[config.mk]
export PLATFORM = sky130hd
export DESIGN_NAME = flush_seq
export DESIGN_NICKNAME = d
export VERILOG_FILES = /design/src/rtl/fs_pkg.sv /design/src/rtl/fs_strap.sv /design/src/rtl/fs_arm.sv /design/src/rtl/fs_guard.sv /design/src/rtl/fs_ctrl.sv /design/src/rtl/flush_seq.sv
export SDC_FILE = /design/constraint.sdc
export NUM_CORES = 1
export LEC_CHECK = 0
export ABC_AREA = 0
export BUFFER_PORTS_ARGS = -buffer_cell sky130_fd_sc_hd__buf_4
export CELL_PAD_IN_SITES_DETAIL_PLACEMENT = 0
export CELL_PAD_IN_SITES_GLOBAL_PLACEMENT = 1
export CORE_MARGIN = 4
export CORE_UTILIZATION = 40
export CTS_CLUSTER_SIZE = 10
export DETAILED_ROUTE_END_ITERATION = 8
export PLACE_DENSITY_LB_ADDON = 0.15
export SETUP_SLACK_MARGIN = 0.1
export SLEW_MARGIN = 20
export SYNTH_ARGS = -nofsm -noshare
export SYNTH_HDL_FRONTEND = slang
export SYNTH_HIERARCHICAL = 1
export SYNTH_SLANG_ARGS = --single-unit
[constraint.sdc]
create_clock -name clk -period 1.85 [get_ports clk]
set_input_delay 0.0925 -clock clk [delete_from_list [all_inputs] [get_ports clk]]
set_output_delay 0.0925 -clock clk [all_outputs]
set_load 0.01 [all_outputs]
[src/rtl/fs_pkg.sv]
package fs_pkg;
  typedef enum logic [2:0] {
    S_IDLE      = 3'd0,
    S_WB        = 3'd1,
    S_INV       = 3'd2,
    S_WAIT_PEER = 3'd3,
    S_ACK       = 3'd4,
    S_DONE      = 3'd5
  } fs_state_e;

  typedef struct packed {
    logic paired;
    logic primary;
  } fs_role_t;
endpackage

[src/rtl/fs_strap.sv]
module fs_strap (
  input  logic clk,
  input  logic rst,
  input  logic flush_n,
  output logic test_mode
);
  logic in_rst_q;
  logic strap_low_q;

  // The strap value is the request level on the final reset clock.
  always_ff @(posedge clk) begin
    if (rst) begin
      in_rst_q    <= 1'b1;
      strap_low_q <= ~flush_n;
      test_mode   <= 1'b0;
    end else begin
      in_rst_q <= 1'b0;
      if (in_rst_q && strap_low_q) test_mode <= 1'b1;
    end
  end

  // once entered, test mode persists until reset
  p_test_hold_r7: assert property (@(posedge clk) disable iff (rst)
    test_mode |=> test_mode);
endmodule

[src/rtl/fs_arm.sv]
module fs_arm (
  input  logic clk,
  input  logic rst,
  input  logic flush_n,
  input  logic in_idle,
  input  logic accept,
  output logic armed
);
  always_ff @(posedge clk) begin
    if (rst)                     armed <= 1'b0;
    else if (accept)             armed <= 1'b0;
    else if (in_idle && flush_n) armed <= 1'b1;
  end

  // arming only follows a released request
  p_rearm_r9: assert property (@(posedge clk) disable iff (rst)
    $rose(armed) |-> $past(flush_n));
endmodule

[src/rtl/fs_guard.sv]
module fs_guard #(
  parameter int ACK_SETUP = 1
) (
  input  logic clk,
  input  logic rst,
  input  logic flush_n,
  input  logic in_ack,
  input  logic paired,
  input  logic ack_ready,
  output logic proto_err
);
  localparam int CW = $clog2(ACK_SETUP + 2);

  logic late;

  generate
    if (ACK_SETUP == 0) begin : g_nosetup
      assign late = ~flush_n;
    end else begin : g_setup
      logic [CW-1:0] hi_cnt;
      always_ff @(posedge clk) begin
        if (rst || !flush_n)            hi_cnt <= '0;
        else if (hi_cnt < CW'(ACK_SETUP)) hi_cnt <= hi_cnt + 1'b1;
      end
      assign late = ~flush_n || (hi_cnt < CW'(ACK_SETUP));
    end
  endgenerate

  always_ff @(posedge clk) begin
    if (rst) proto_err <= 1'b0;
    else     proto_err <= in_ack && paired && ack_ready && late;
  end

  // an error always stems from a paired ready strobe
  p_err_cause_r10: assert property (@(posedge clk) disable iff (rst)
    proto_err |-> $past(ack_ready && paired));
endmodule

[src/rtl/fs_ctrl.sv]
module fs_ctrl
  import fs_pkg::*;
(
  input  logic clk,
  input  logic rst,
  input  logic flush_n,
  input  logic armed,
  input  logic test_mode,
  input  logic pair_mode,
  input  logic is_primary,
  input  logic peer_done,
  input  logic wb_done,
  input  logic inv_done,
  input  logic ack_ready,
  output logic accept,
  output logic in_idle,
  output logic in_ack,
  output logic paired,
  output logic wb_start,
  output logic inv_start,
  output logic ack_start,
  output logic flush_done,
  output logic busy
);
  fs_state_e state, state_n;
  fs_role_t  role_q;

  always_comb begin
    state_n = state;
    accept  = 1'b0;
    case (state)
      S_IDLE: begin
        if (armed && !flush_n && !test_mode) begin
          accept  = 1'b1;
          state_n = (pair_mode && is_primary) ? S_WAIT_PEER : S_WB;
        end
      end
      S_WAIT_PEER: if (peer_done) state_n = S_WB;
      S_WB:        if (wb_done)   state_n = S_INV;
      S_INV: begin
        if (inv_done)
          state_n = (role_q.paired && !role_q.primary) ? S_DONE : S_ACK;
      end
      S_ACK:       if (ack_ready) state_n = S_DONE;
      S_DONE:      state_n = S_IDLE;
      default:     state_n = S_IDLE;
    endcase
  end

  always_ff @(posedge clk) begin
    if (rst) begin
      state      <= S_IDLE;
      role_q     <= '0;
      wb_start   <= 1'b0;
      inv_start  <= 1'b0;
      ack_start  <= 1'b0;
      flush_done <= 1'b0;
      busy       <= 1'b0;
    end else begin
      state      <= state_n;
      if (accept) role_q <= '{paired: pair_mode, primary: is_primary};
      wb_start   <= (state_n == S_WB)  && (state != S_WB);
      inv_start  <= (state_n == S_INV) && (state != S_INV);
      ack_start  <= (state_n == S_ACK) && (state != S_ACK);
      flush_done <= (state_n == S_DONE);
      busy       <= (state_n != S_IDLE);
    end
  end

  assign in_idle = (state == S_IDLE);
  assign in_ack  = (state == S_ACK);
  assign paired  = role_q.paired;

  // engine strobes never overlap
  p_starts_onehot_r3: assert property (@(posedge clk) disable iff (rst)
    $onehot0({wb_start, inv_start, ack_start}));
  // invalidation follows writeback completion
  p_inv_after_wb_r3: assert property (@(posedge clk) disable iff (rst)
    inv_start |-> $past(wb_done));
  // secondary never runs the acknowledge cycle
  p_no_ack_secondary_r5: assert property (@(posedge clk) disable iff (rst)
    ack_start |-> !(role_q.paired && !role_q.primary));
  // primary writeback waits for the peer
  p_peer_first_r6: assert property (@(posedge clk) disable iff (rst)
    (wb_start && role_q.paired && role_q.primary) |-> $past(peer_done));
  // test mode keeps the sequencer idle
  p_test_quiet_r8: assert property (@(posedge clk) disable iff (rst)
    test_mode |-> !busy);
  // completion is reported while still busy
  p_done_busy_r11: assert property (@(posedge clk) disable iff (rst)
    flush_done |-> busy);
endmodule

[src/rtl/flush_seq.sv]
module flush_seq #(
  parameter int ACK_SETUP = 1
) (
  input  logic clk,
  input  logic rst,
  input  logic flush_n,
  input  logic pair_mode,
  input  logic is_primary,
  input  logic peer_done,
  output logic wb_start,
  input  logic wb_done,
  output logic inv_start,
  input  logic inv_done,
  output logic ack_start,
  input  logic ack_ready,
  output logic flush_done,
  output logic busy,
  output logic test_mode,
  output logic proto_err
);
  logic armed, accept, in_idle, in_ack, paired;

  fs_strap u_strap (
    .clk(clk), .rst(rst), .flush_n(flush_n), .test_mode(test_mode)
  );

  fs_arm u_arm (
    .clk(clk), .rst(rst), .flush_n(flush_n),
    .in_idle(in_idle), .accept(accept), .armed(armed)
  );

  fs_ctrl u_ctrl (
    .clk(clk), .rst(rst), .flush_n(flush_n), .armed(armed),
    .test_mode(test_mode), .pair_mode(pair_mode), .is_primary(is_primary),
    .peer_done(peer_done), .wb_done(wb_done), .inv_done(inv_done),
    .ack_ready(ack_ready), .accept(accept), .in_idle(in_idle),
    .in_ack(in_ack), .paired(paired), .wb_start(wb_start),
    .inv_start(inv_start), .ack_start(ack_start),
    .flush_done(flush_done), .busy(busy)
  );

  fs_guard #(.ACK_SETUP(ACK_SETUP)) u_guard (
    .clk(clk), .rst(rst), .flush_n(flush_n), .in_ack(in_ack),
    .paired(paired), .ack_ready(ack_ready), .proto_err(proto_err)
  );
endmodule

==> impl_metrics.toml, run 1 <==
[run_status]
status = "finished clean"

[power_and_ir_drop]
ir_drop_mv = 0.528
p_int_mw = 0.532
power_switching_mw = 0.174
swShare = 0.246
clock_power_share = 0.267
pwr-share-comb = 0.154
seqPwrFrac = 0.579
p_total_mw = 0.705
powerDensity_nw_per_um2 = 762
p_leak_nw = 0.401

[timing]
slew_viol_final = 0
period_share = 0.810
slew_headroom = 0.678
setup_viol = 0
rsz0062_at_grt = "false"
period_minus_slack_ns = 1.50
final_hold_viol_count = 0
worst_pin_slew_ns = 0.482
skew_ns = 0.00542
fin_tns_setup_ns = 0
fmax_mhz = 668

[logic_synthesis]
async_reset_ff_frac = 0
syn-instance-count = 74
synth-edff-count = 1
synthTopCellsByArea = "dfxtp_1 41%, mux2i_1 5.1%, inv_1 4.3%"
synthFlopType = "dfxtp_1"
ys_seq_area_frac = 0.446
syn_area_per_cell_um2 = 10.6
netlist_area_um2 = 786
ys_ff_latch = 17
yosysTopAreaCell = "dfxtp_1"
yosys_warnings = 6
synth.distinct_cells = 34
synth_top_area_frac = 0.408
synth_nets = 84

[clocking]
clkSinkCount = 17
path_clk_slew_ns = 0.09
cts_tree = "yes"
post_cts_buffers = 0
clk_path_buf_depth = 2
clockRootBuffer = "clkbuf_4"
cts_buffers = 3
cts_resized = 0
cts_hold_buffers = 0
clk_latency_ns = 0.28
htreeDepth = 1

[min_path]
holdCritPathClass = "input port to flop"
hold_depth = 2

[routing]
num_vias = 546
drt_first_pass_iters = 4
finalWirelength_um = 1360
post_drt_wl_per_cell_um = 11.8
detail-route-antenna-nets = 0
vias_per_cell = 4.75
drc = 0
drt_iter0_drc = 6

[placed_design]
gp_congestion = 0.754
portBuffers = 15
dp_hpwl_um = 1000

[global_routing]
grt_pass1_wl_um = 2340
grt_overflow = 0
grt_pass1_vias = 521
antenna_found_initial = 0
grt_usage = 0.118
grt_max_degree = 13

[floorplan]
die_w_um = 52.3
rows = 15
core_area_um2 = 1800
ios = 16
die_h_um = 52.3
initial_core_util = 0.436
dieArea_um2 = 2740

[worst_setup_path]
worstPathRequired_ns = 2.04
crit_path_max_fanout = 11
crit_end = "u_ctrl/wb_start"
end_kind = "flop"
worstSetupPathType = "flop to flop"
startpoint = "u_ctrl/state[0]"
cp.arrival_ns = 1.69
rr_worst_depth = 3
r2r-start = "u_ctrl/state[0]"
cp-start-kind = "flop"
worst-r2r-setup-slack_ns = 0.35
r2r_end = "u_ctrl/wb_start"

[final_layout]
layout-drive-gt1-share = 0.333
area_delta_synth_final_pct = 17.8
n_antenna_cell = 0
nNetsFinal = 101

[flow_run]
drv_cap = 0
cells in the mapped netlist (2+ instances only):
| cell | count |
|---|---|
| nand3b_1 | 2 |
| nand2_1 | 2 |
| dfxtp_1 | 16 |
| mux2i_1 | 4 |
| inv_1 | 9 |
| nor2_1 | 7 |
| nor3b_2 | 2 |
| buf_6 | 2 |
| a21oi_1 | 3 |
| nand2b_1 | 2 |
| nor3_2 | 2 |
worst max-delay path, stage by stage (launching register included):
cell	delay, ns
dfxtp_1	0.63
nor3b_1	0.11
a211o_2	0.33
a2111oi_2	0.33
metal layers:
metal | track usage | part of all wire
met5 | 0 | 0
met4 | 0.0383 | 0.0089
met3 | 0.0513 | 0.052
met2 | 0.163 | 0.42
met1 | 0.162 | 0.52
metrics by stage:
step	setup slack, ns	cell area, µm²	util	instances	hold slack, ns
2_1_floorplan	0.540	786	-	74	0.120
3_3_place_gp	0.355	900	0.499	111	0.324
3_5_place_dp	0.363	900	0.499	111	0.322
4_1_cts	0.343	926	0.514	115	0.0155
5_1_grt	0.197	926	0.514	115	0.0105
6_report	0.352	926	0.514	115	0.0211
power groups by stage:
stage / Sequential [mW] / Clock (mW) / Combinational (mW)
global route: 0.412 / 0.217 / 0.120
floorplan: 0.413 / 0 / 0.0769
finish: 0.408 / 0.188 / 0.109
CTS: 0.408 / 0.200 / 0.110
detailed placement: 0.416 / 0 / 0.109
global placement: 0.417 / 0 / 0.109
worst min-delay path by stage:
stage	slack, ns	from	to
5_1_grt	0.01	flush_n	u_guard/proto_err
3_3_place_gp	0.32	rst	u_strap/in_rst_q
4_1_cts	0.02	flush_n	u_guard/proto_err
2_1_floorplan	0.12	rst	u_strap/in_rst_q
3_5_place_dp	0.32	rst	u_strap/in_rst_q
6_report	0.02	flush_n	u_guard/proto_err
cells in the final DEF (no fill, tap or decap), drive strengths merged, types with 2 or more instances in the layout:
| master | count |
|---|---|
| nand2 | 2 |
| clkbuf | 4 |
| nor3 | 4 |
| nor3b | 3 |
| nand2b | 2 |
| dfxtp | 16 |
| nand3b | 2 |
| nor2 | 7 |
| a211o | 2 |
| mux2i | 4 |
| a21oi | 4 |
| buf | 15 |
| inv | 9 |
sequential cells by signal (all words and copies together), names as in the netlist:
signal / cells
u_ctrl/ack_start: 1
u_ctrl/wb_start: 1
u_ctrl/flush_done: 1
u_ctrl/role_q: 1
u_strap/test_mode: 1
u_arm/armed: 1
u_ctrl/paired: 1
u_strap/in_rst_q: 1
u_guard/proto_err: 1
u_guard/g_setup.hi_cnt: 2
u_ctrl/busy: 1
u_strap/strap_low_q: 1
u_ctrl/state: 3
u_ctrl/inv_start: 1
cells by family (layout without fill, tap and decap cells):
kind of cell | count (synthesis) | count (layout) | synth area share
muxes | 4 | 4 | 0.0510
AOI/OAI and AO/OA | 12 | 12 | 0.132
buffers and inverters | 12 | 28 | 0.0812
adders and majority gates | 1 | 1 | 0.0159
DFF | 17 | 17 | 0.446
xor gates and xnor gates | 1 | 1 | 0.0111
and+or+nand+nor | 27 | 27 | 0.263
layout make-up:
class / instances / area (µm²)
inverter: 9 / 33.8
clock buffer: 4 / 26.3
sequential: 17 / 350
tap: 25 / 31.3
multi-input combinational: 45 / 372
fill: 186 / 876
timing repair buffer: 15 / 113
(Power assumes the default switching activity.)
==> inputs of run 2 (changes only) <==
--- a/config.mk
+++ b/config.mk
@@ -10,7 +10,7 @@
 export CELL_PAD_IN_SITES_DETAIL_PLACEMENT = 0
 export CELL_PAD_IN_SITES_GLOBAL_PLACEMENT = 1
 export CORE_MARGIN = 4
-export CORE_UTILIZATION = 40
+export CORE_UTILIZATION = 36
 export CTS_CLUSTER_SIZE = 10
 export DETAILED_ROUTE_END_ITERATION = 8
 export PLACE_DENSITY_LB_ADDON = 0.15
==> constraint.sdc (replaced) <==
create_clock -name clk -period 1.3 [get_ports clk]
set_input_delay 0.065 -clock clk [delete_from_list [all_inputs] [get_ports clk]]
set_output_delay 0.065 -clock clk [all_outputs]
set_load 0.01 [all_outputs]
==> impl_metrics.toml, run 2 (synthesis gave the netlist of run 1 again) <==
[run_status]
status = "finished with violations"
violations = "negative setup slack"

[floorplan]
ios = 16
initial_core_util = 0.389
die_h_um = 54.7
die_w_um = 54.7
dieArea_um2 = 2990
rows = 16
core_area_um2 = 2020

[global_routing]
grt_overflow = 0
antenna_found_initial = 0
grt_usage = 0.131
grt_pass1_vias = 573
grt_max_degree = 13
grt_pass1_wl_um = 2690

[routing]
drt_iter0_drc = 8
num_vias = 591
vias_per_cell = 4.58
post_drt_wl_per_cell_um = 12.1
drc = 0
drt_first_pass_iters = 3
detail-route-antenna-nets = 0
finalWirelength_um = 1560

[power_and_ir_drop]
p_leak_nw = 0.478
seqPwrFrac = 0.547
clock_power_share = 0.263
swShare = 0.257
ir_drop_mv = 0.531
pwr-share-comb = 0.190
p_int_mw = 0.785
powerDensity_nw_per_um2 = 976
power_switching_mw = 0.271

[worst_setup_path]
worstPathRequired_ns = 1.52
cp-start-kind = "flop"
slowest_stage = "dfxtp_4"
crit_path_max_fanout = 7
end_kind = "flop"
worstSetupPathType = "flop to flop"
cp.arrival_ns = 1.56
path_cells = "nand3b_1 > nor4b_4 > nor3_4 > buf_4 > nor3_2"
slowest_delay_ns = 0.38

[timing]
slew_headroom = 0.796
final_hold_viol_count = 0
period_share = 1.03
slew_viol_final = 0
rsz0062_at_grt = "true"
fin_ws_ns = -0.0402
setup_viol = 3
skew_ns = 0.00251
period_minus_slack_ns = 1.34
worst_pin_slew_ns = 0.305
fmax_mhz = 746

[final_layout]
top_regs = "u_ctrl/state (3), u_guard/g_setup.hi_cnt (2)"
largest_reg_flops = 3
layout-drive-gt1-share = 0.471
n_antenna_cell = 0
final_common_cell = "buf_4"
area_delta_synth_final_pct = 37.7
layout_common_cells = "23 x buf_4, 13 x dfxtp_1, 9 x inv_1"
utilization = 0.535
nNetsFinal = 113
largest-register = "u_ctrl/state"

[clocking]
cts_buffers = 3
clk_latency_ns = 0.28
cts_tree = "yes"
clockRootBuffer = "clkbuf_4"
htreeDepth = 1
clk_path_buf_depth = 2
path_clk_slew_ns = 0.10
clkSinkCount = 17

[placed_design]
dp_hpwl_um = 1170
portBuffers = 15
dp_slack_ns = -0.0344
gp_congestion = 0.802

[flow_run]
drv_cap = 0

[min_path]
holdCritPathClass = "input port to flop"
-- run 2: changes by cell type in the layout (fill, tap and decap cells not counted), sizes merged --
cell         change
buf             +10
dlygate4sd3      +2
-- run 2: final cells by class --
class / count / area [µm²]
Inverter: 9 / 33.8
Timing Repair Buffer: 27 / 224
Multi-Input combinational cell: 45 / 403
Sequential cell: 17 / 362
Clock buffer: 4 / 26.3
Tap cell: 27 / 33.8
Fill cell: 185 / 940
-- run 2: power groups by stage --
stage                     Clock, mW  Combinational, mW  Sequential [mW]
after global routing          0.314              0.221            0.583
after detailed placement          0              0.181            0.593
after CTS                     0.296              0.190            0.580
after global placement            0              0.179            0.593
final                         0.278              0.201            0.578
after floorplan                   0              0.114            0.589
-- run 2: path summary, 6_finish.rpt --
path / from / end / slack (ns) / cells past startpoint
max: u_ctrl/state[2] / u_ctrl/flush_done / -0.04 / 5
min: pair_mode / u_ctrl/paired / 0.03 / 3
max reg2reg: u_ctrl/state[2] / u_ctrl/flush_done / -0.04 / 5
min reg2reg: u_strap/in_rst_q / u_strap/test_mode / 0.47 / 2
-- run 2: through the flow --
stage          instance area, µm²  total power, mW  TNS, ns  hold WS [ns]  cells
2_1_floorplan                 800            0.703        0        0.0927     74
3_3_place_gp                  977            0.772  -0.0657         0.293    120
3_5_place_dp                  977            0.774   -0.105         0.295    120
4_1_cts                      1040             1.07  -0.0530        0.0191    126
5_1_grt                      1080             1.12   -0.603        0.0340    129
6_report                     1080             1.06  -0.0791        0.0327    129
-- run 2: layer usage --
layer	GRT usage	routed length [µm]	vias to the layer above
met3	0.0327	70	2
met1	0.180	766	267
met5	0	0	-
met2	0.183	702	9
met4	0.0747	17	0
li1	-	-	313
-- run 2: timing repair --
item                       4_1_cts  5_1_grt
hold endpoints to repair         2        0
buffers inserted                 0        3
resized for setup                5        5
pin swaps                        2        3
hold buffers                     2        0
setup endpoints to repair        9       10
-- run 2: critical path: cells and delay by family, from the launching register on --
family | cells | cell delay [ns]
buffers and inverters | 1 | 0.14
DFF | 1 | 0.38
and+or+nand+nor | 4 | 0.76
==> inputs of run 3 (changes only) <==
--- a/config.mk
+++ b/config.mk
@@ -8,14 +8,13 @@
 export ABC_AREA = 0
 export BUFFER_PORTS_ARGS = -buffer_cell sky130_fd_sc_hd__buf_4
 export CELL_PAD_IN_SITES_DETAIL_PLACEMENT = 0
-export CELL_PAD_IN_SITES_GLOBAL_PLACEMENT = 1
+export CELL_PAD_IN_SITES_GLOBAL_PLACEMENT = 2
 export CORE_MARGIN = 4
-export CORE_UTILIZATION = 36
+export CORE_UTILIZATION = 29
 export CTS_CLUSTER_SIZE = 10
 export DETAILED_ROUTE_END_ITERATION = 8
 export PLACE_DENSITY_LB_ADDON = 0.15
-export SETUP_SLACK_MARGIN = 0.1
-export SLEW_MARGIN = 20
+export SETUP_SLACK_MARGIN = 0.4
 export SYNTH_ARGS = -nofsm -noshare
 export SYNTH_HDL_FRONTEND = slang
 export SYNTH_HIERARCHICAL = 1
==> impl_metrics.toml, run 3 (synthesis gave the netlist of run 1 again) <==
[worst_setup_path]
cp.arrival_ns = 1.64
path_cells = "nand3b_1 > buf_4 > a211o_4 > buf_6 > nand3b_1"
crit_buf_inv = 2
r2r-start = "u_ctrl/state[2]"
cp_common_cell = "nand3b_1"
worst-r2r-setup-slack_ns = -0.10
crit_path_max_fanout = 4
worstPathRequired_ns = 1.53
r2r_end = "u_ctrl/busy"
worstSetupPathType = "flop to flop"
rr_worst_depth = 5
slowest_delay_ns = 0.35
critical-path-top-delay-family = "flip-flops"
end_kind = "flop"
slowest_stage = "dfxtp_2"
cp-start-kind = "flop"

[timing]
fin_ws_ns = -0.103
skew_ns = 0.0146
period_minus_slack_ns = 1.40
setup_viol = 7
period_share = 1.08
rsz0062_at_grt = "true"
final_hold_viol_count = 0
worst_pin_slew_ns = 0.318
timing.hold.ws_ns = 0.0271
slew_viol_final = 0
fin_tns_setup_ns = -0.398
fmax_mhz = 713
slew_headroom = 0.786

[floorplan]
rows = 18
initial_core_util = 0.312
ios = 16
die_w_um = 60.1
core_area_um2 = 2520
dieArea_um2 = 3610
die_h_um = 60.1

[final_layout]
utilization = 0.456
fill_cells = 248
final_common_cell = "buf_4"
final_area_um2 = 1150
largest_reg_flops = 3
layout-drive-gt1-share = 0.573
area_delta_synth_final_pct = 46.3
stdcell_count = 133
n_antenna_cell = 0
layout_common_cells = "22 x buf_4, 10 x dfxtp_1, 7 x nor2_1"
largest-register = "u_ctrl/state"
top_regs = "u_ctrl/state (3), u_guard/g_setup.hi_cnt (2)"
nNetsFinal = 114

[routing]
finalWirelength_um = 1810
drt_first_pass_iters = 4
num_vias = 623
detail-route-antenna-nets = 0
drt_iter0_drc = 15
post_drt_wl_per_cell_um = 13.6
vias_per_cell = 4.68
drc = 0

[global_routing]
antenna_found_initial = 0
grt_pass1_wl_um = 2830
grt_max_degree = 13
grt_usage = 0.109
grt_pass1_vias = 622
grt_overflow = 0

[min_path]
holdCritPathClass = "input port to flop"
worstHoldEndpoint = "u_ctrl/role_q[0]"
min-delay-start = "is_primary"
hold_depth = 3

[placed_design]
dpl_cell_area_um2 = 982
portBuffers = 15
dp_slack_ns = -0.0874
dp_hpwl_um = 1250
dp.cells = 123
gp_congestion = 0.798

[power_and_ir_drop]
ir_drop_mv = 0.554
p_leak_nw = 0.487
powerDensity_nw_per_um2 = 966
p_total_mw = 1.11

[run_status]
violations = "negative setup slack"
status = "finished with violations"

[clocking]
path_clk_slew_ns = 0.10
cts_tree = "yes"
htreeDepth = 1
clk_path_buf_depth = 2
cts_buffers = 3
clockRootBuffer = "clkbuf_4"
clkSinkCount = 17
clk_latency_ns = 0.30

[flow_run]
drv_cap = 0
## run 3: cell count changes in the layout (fill, tap and decap cells not counted), moves of 3 or more
cell	before	now
dfxtp_2	0	4
inv_1	9	5
inv_2	0	4
dfxtp_1	13	10
## run 3: layout make-up
class,instances,area [µm²],share of cell area
multi-input cells,45,448,0.390
flip-flops and latches,17,363,0.316
repair buffers,28,238,0.207
well taps,30,37.5,0.0326
inverters,9,33.8,0.0294
clock buffers,3,22.5,0.0196
clock inverters,1,7.51,0.00653
## run 3: how the worst max path moves through the flow
stage	from	endpoint	cells past startpoint
final	u_ctrl/state[2]	u_ctrl/busy	5
after global placement	u_ctrl/state[2]	u_ctrl/wb_start	4
after floorplan	u_ctrl/state[2]	u_ctrl/wb_start	5
after detailed placement	u_ctrl/state[2]	u_ctrl/wb_start	4
after global routing	u_ctrl/state[1]	u_ctrl/busy	5
after CTS	u_ctrl/state[2]	u_ctrl/wb_start	4
## run 3: report_power, final
group | internal (mW) | leakage [nW] | switching [mW]
clock | 0.117 | 0.0139 | 0.183
combinational | 0.127 | 0.329 | 0.102
sequential | 0.555 | 0.144 | 0.0255
total | 0.799 | 0.487 | 0.311
## run 3: worst reg2reg max path: cells and delay by family, from the launching register on
kind / cells / cell delay, ns
AOI/OAI and AO/OA: 1 / 0.34
DFF: 1 / 0.35
and+or+nand+nor: 2 / 0.33
buffers and inverters: 2 / 0.33
## run 3: metal layers
metal	wire, µm	track usage	share of wire
met1	871	0.140	0.48
met2	841	0.171	0.46
met3	80	0.0216	0.044
met4	19	0.0570	0.010
met5	0	0	0
## run 3: timing repair
action | in CTS | in global routing
setup endpoints to repair | 14 | 14
hold buffers | 3 | 0
pin swaps | 8 | 4
cloned | 0 | 0
gates resized for setup | 16 | 5
buffers inserted | 2 | 1
hold endpoints to repair | 3 | 0
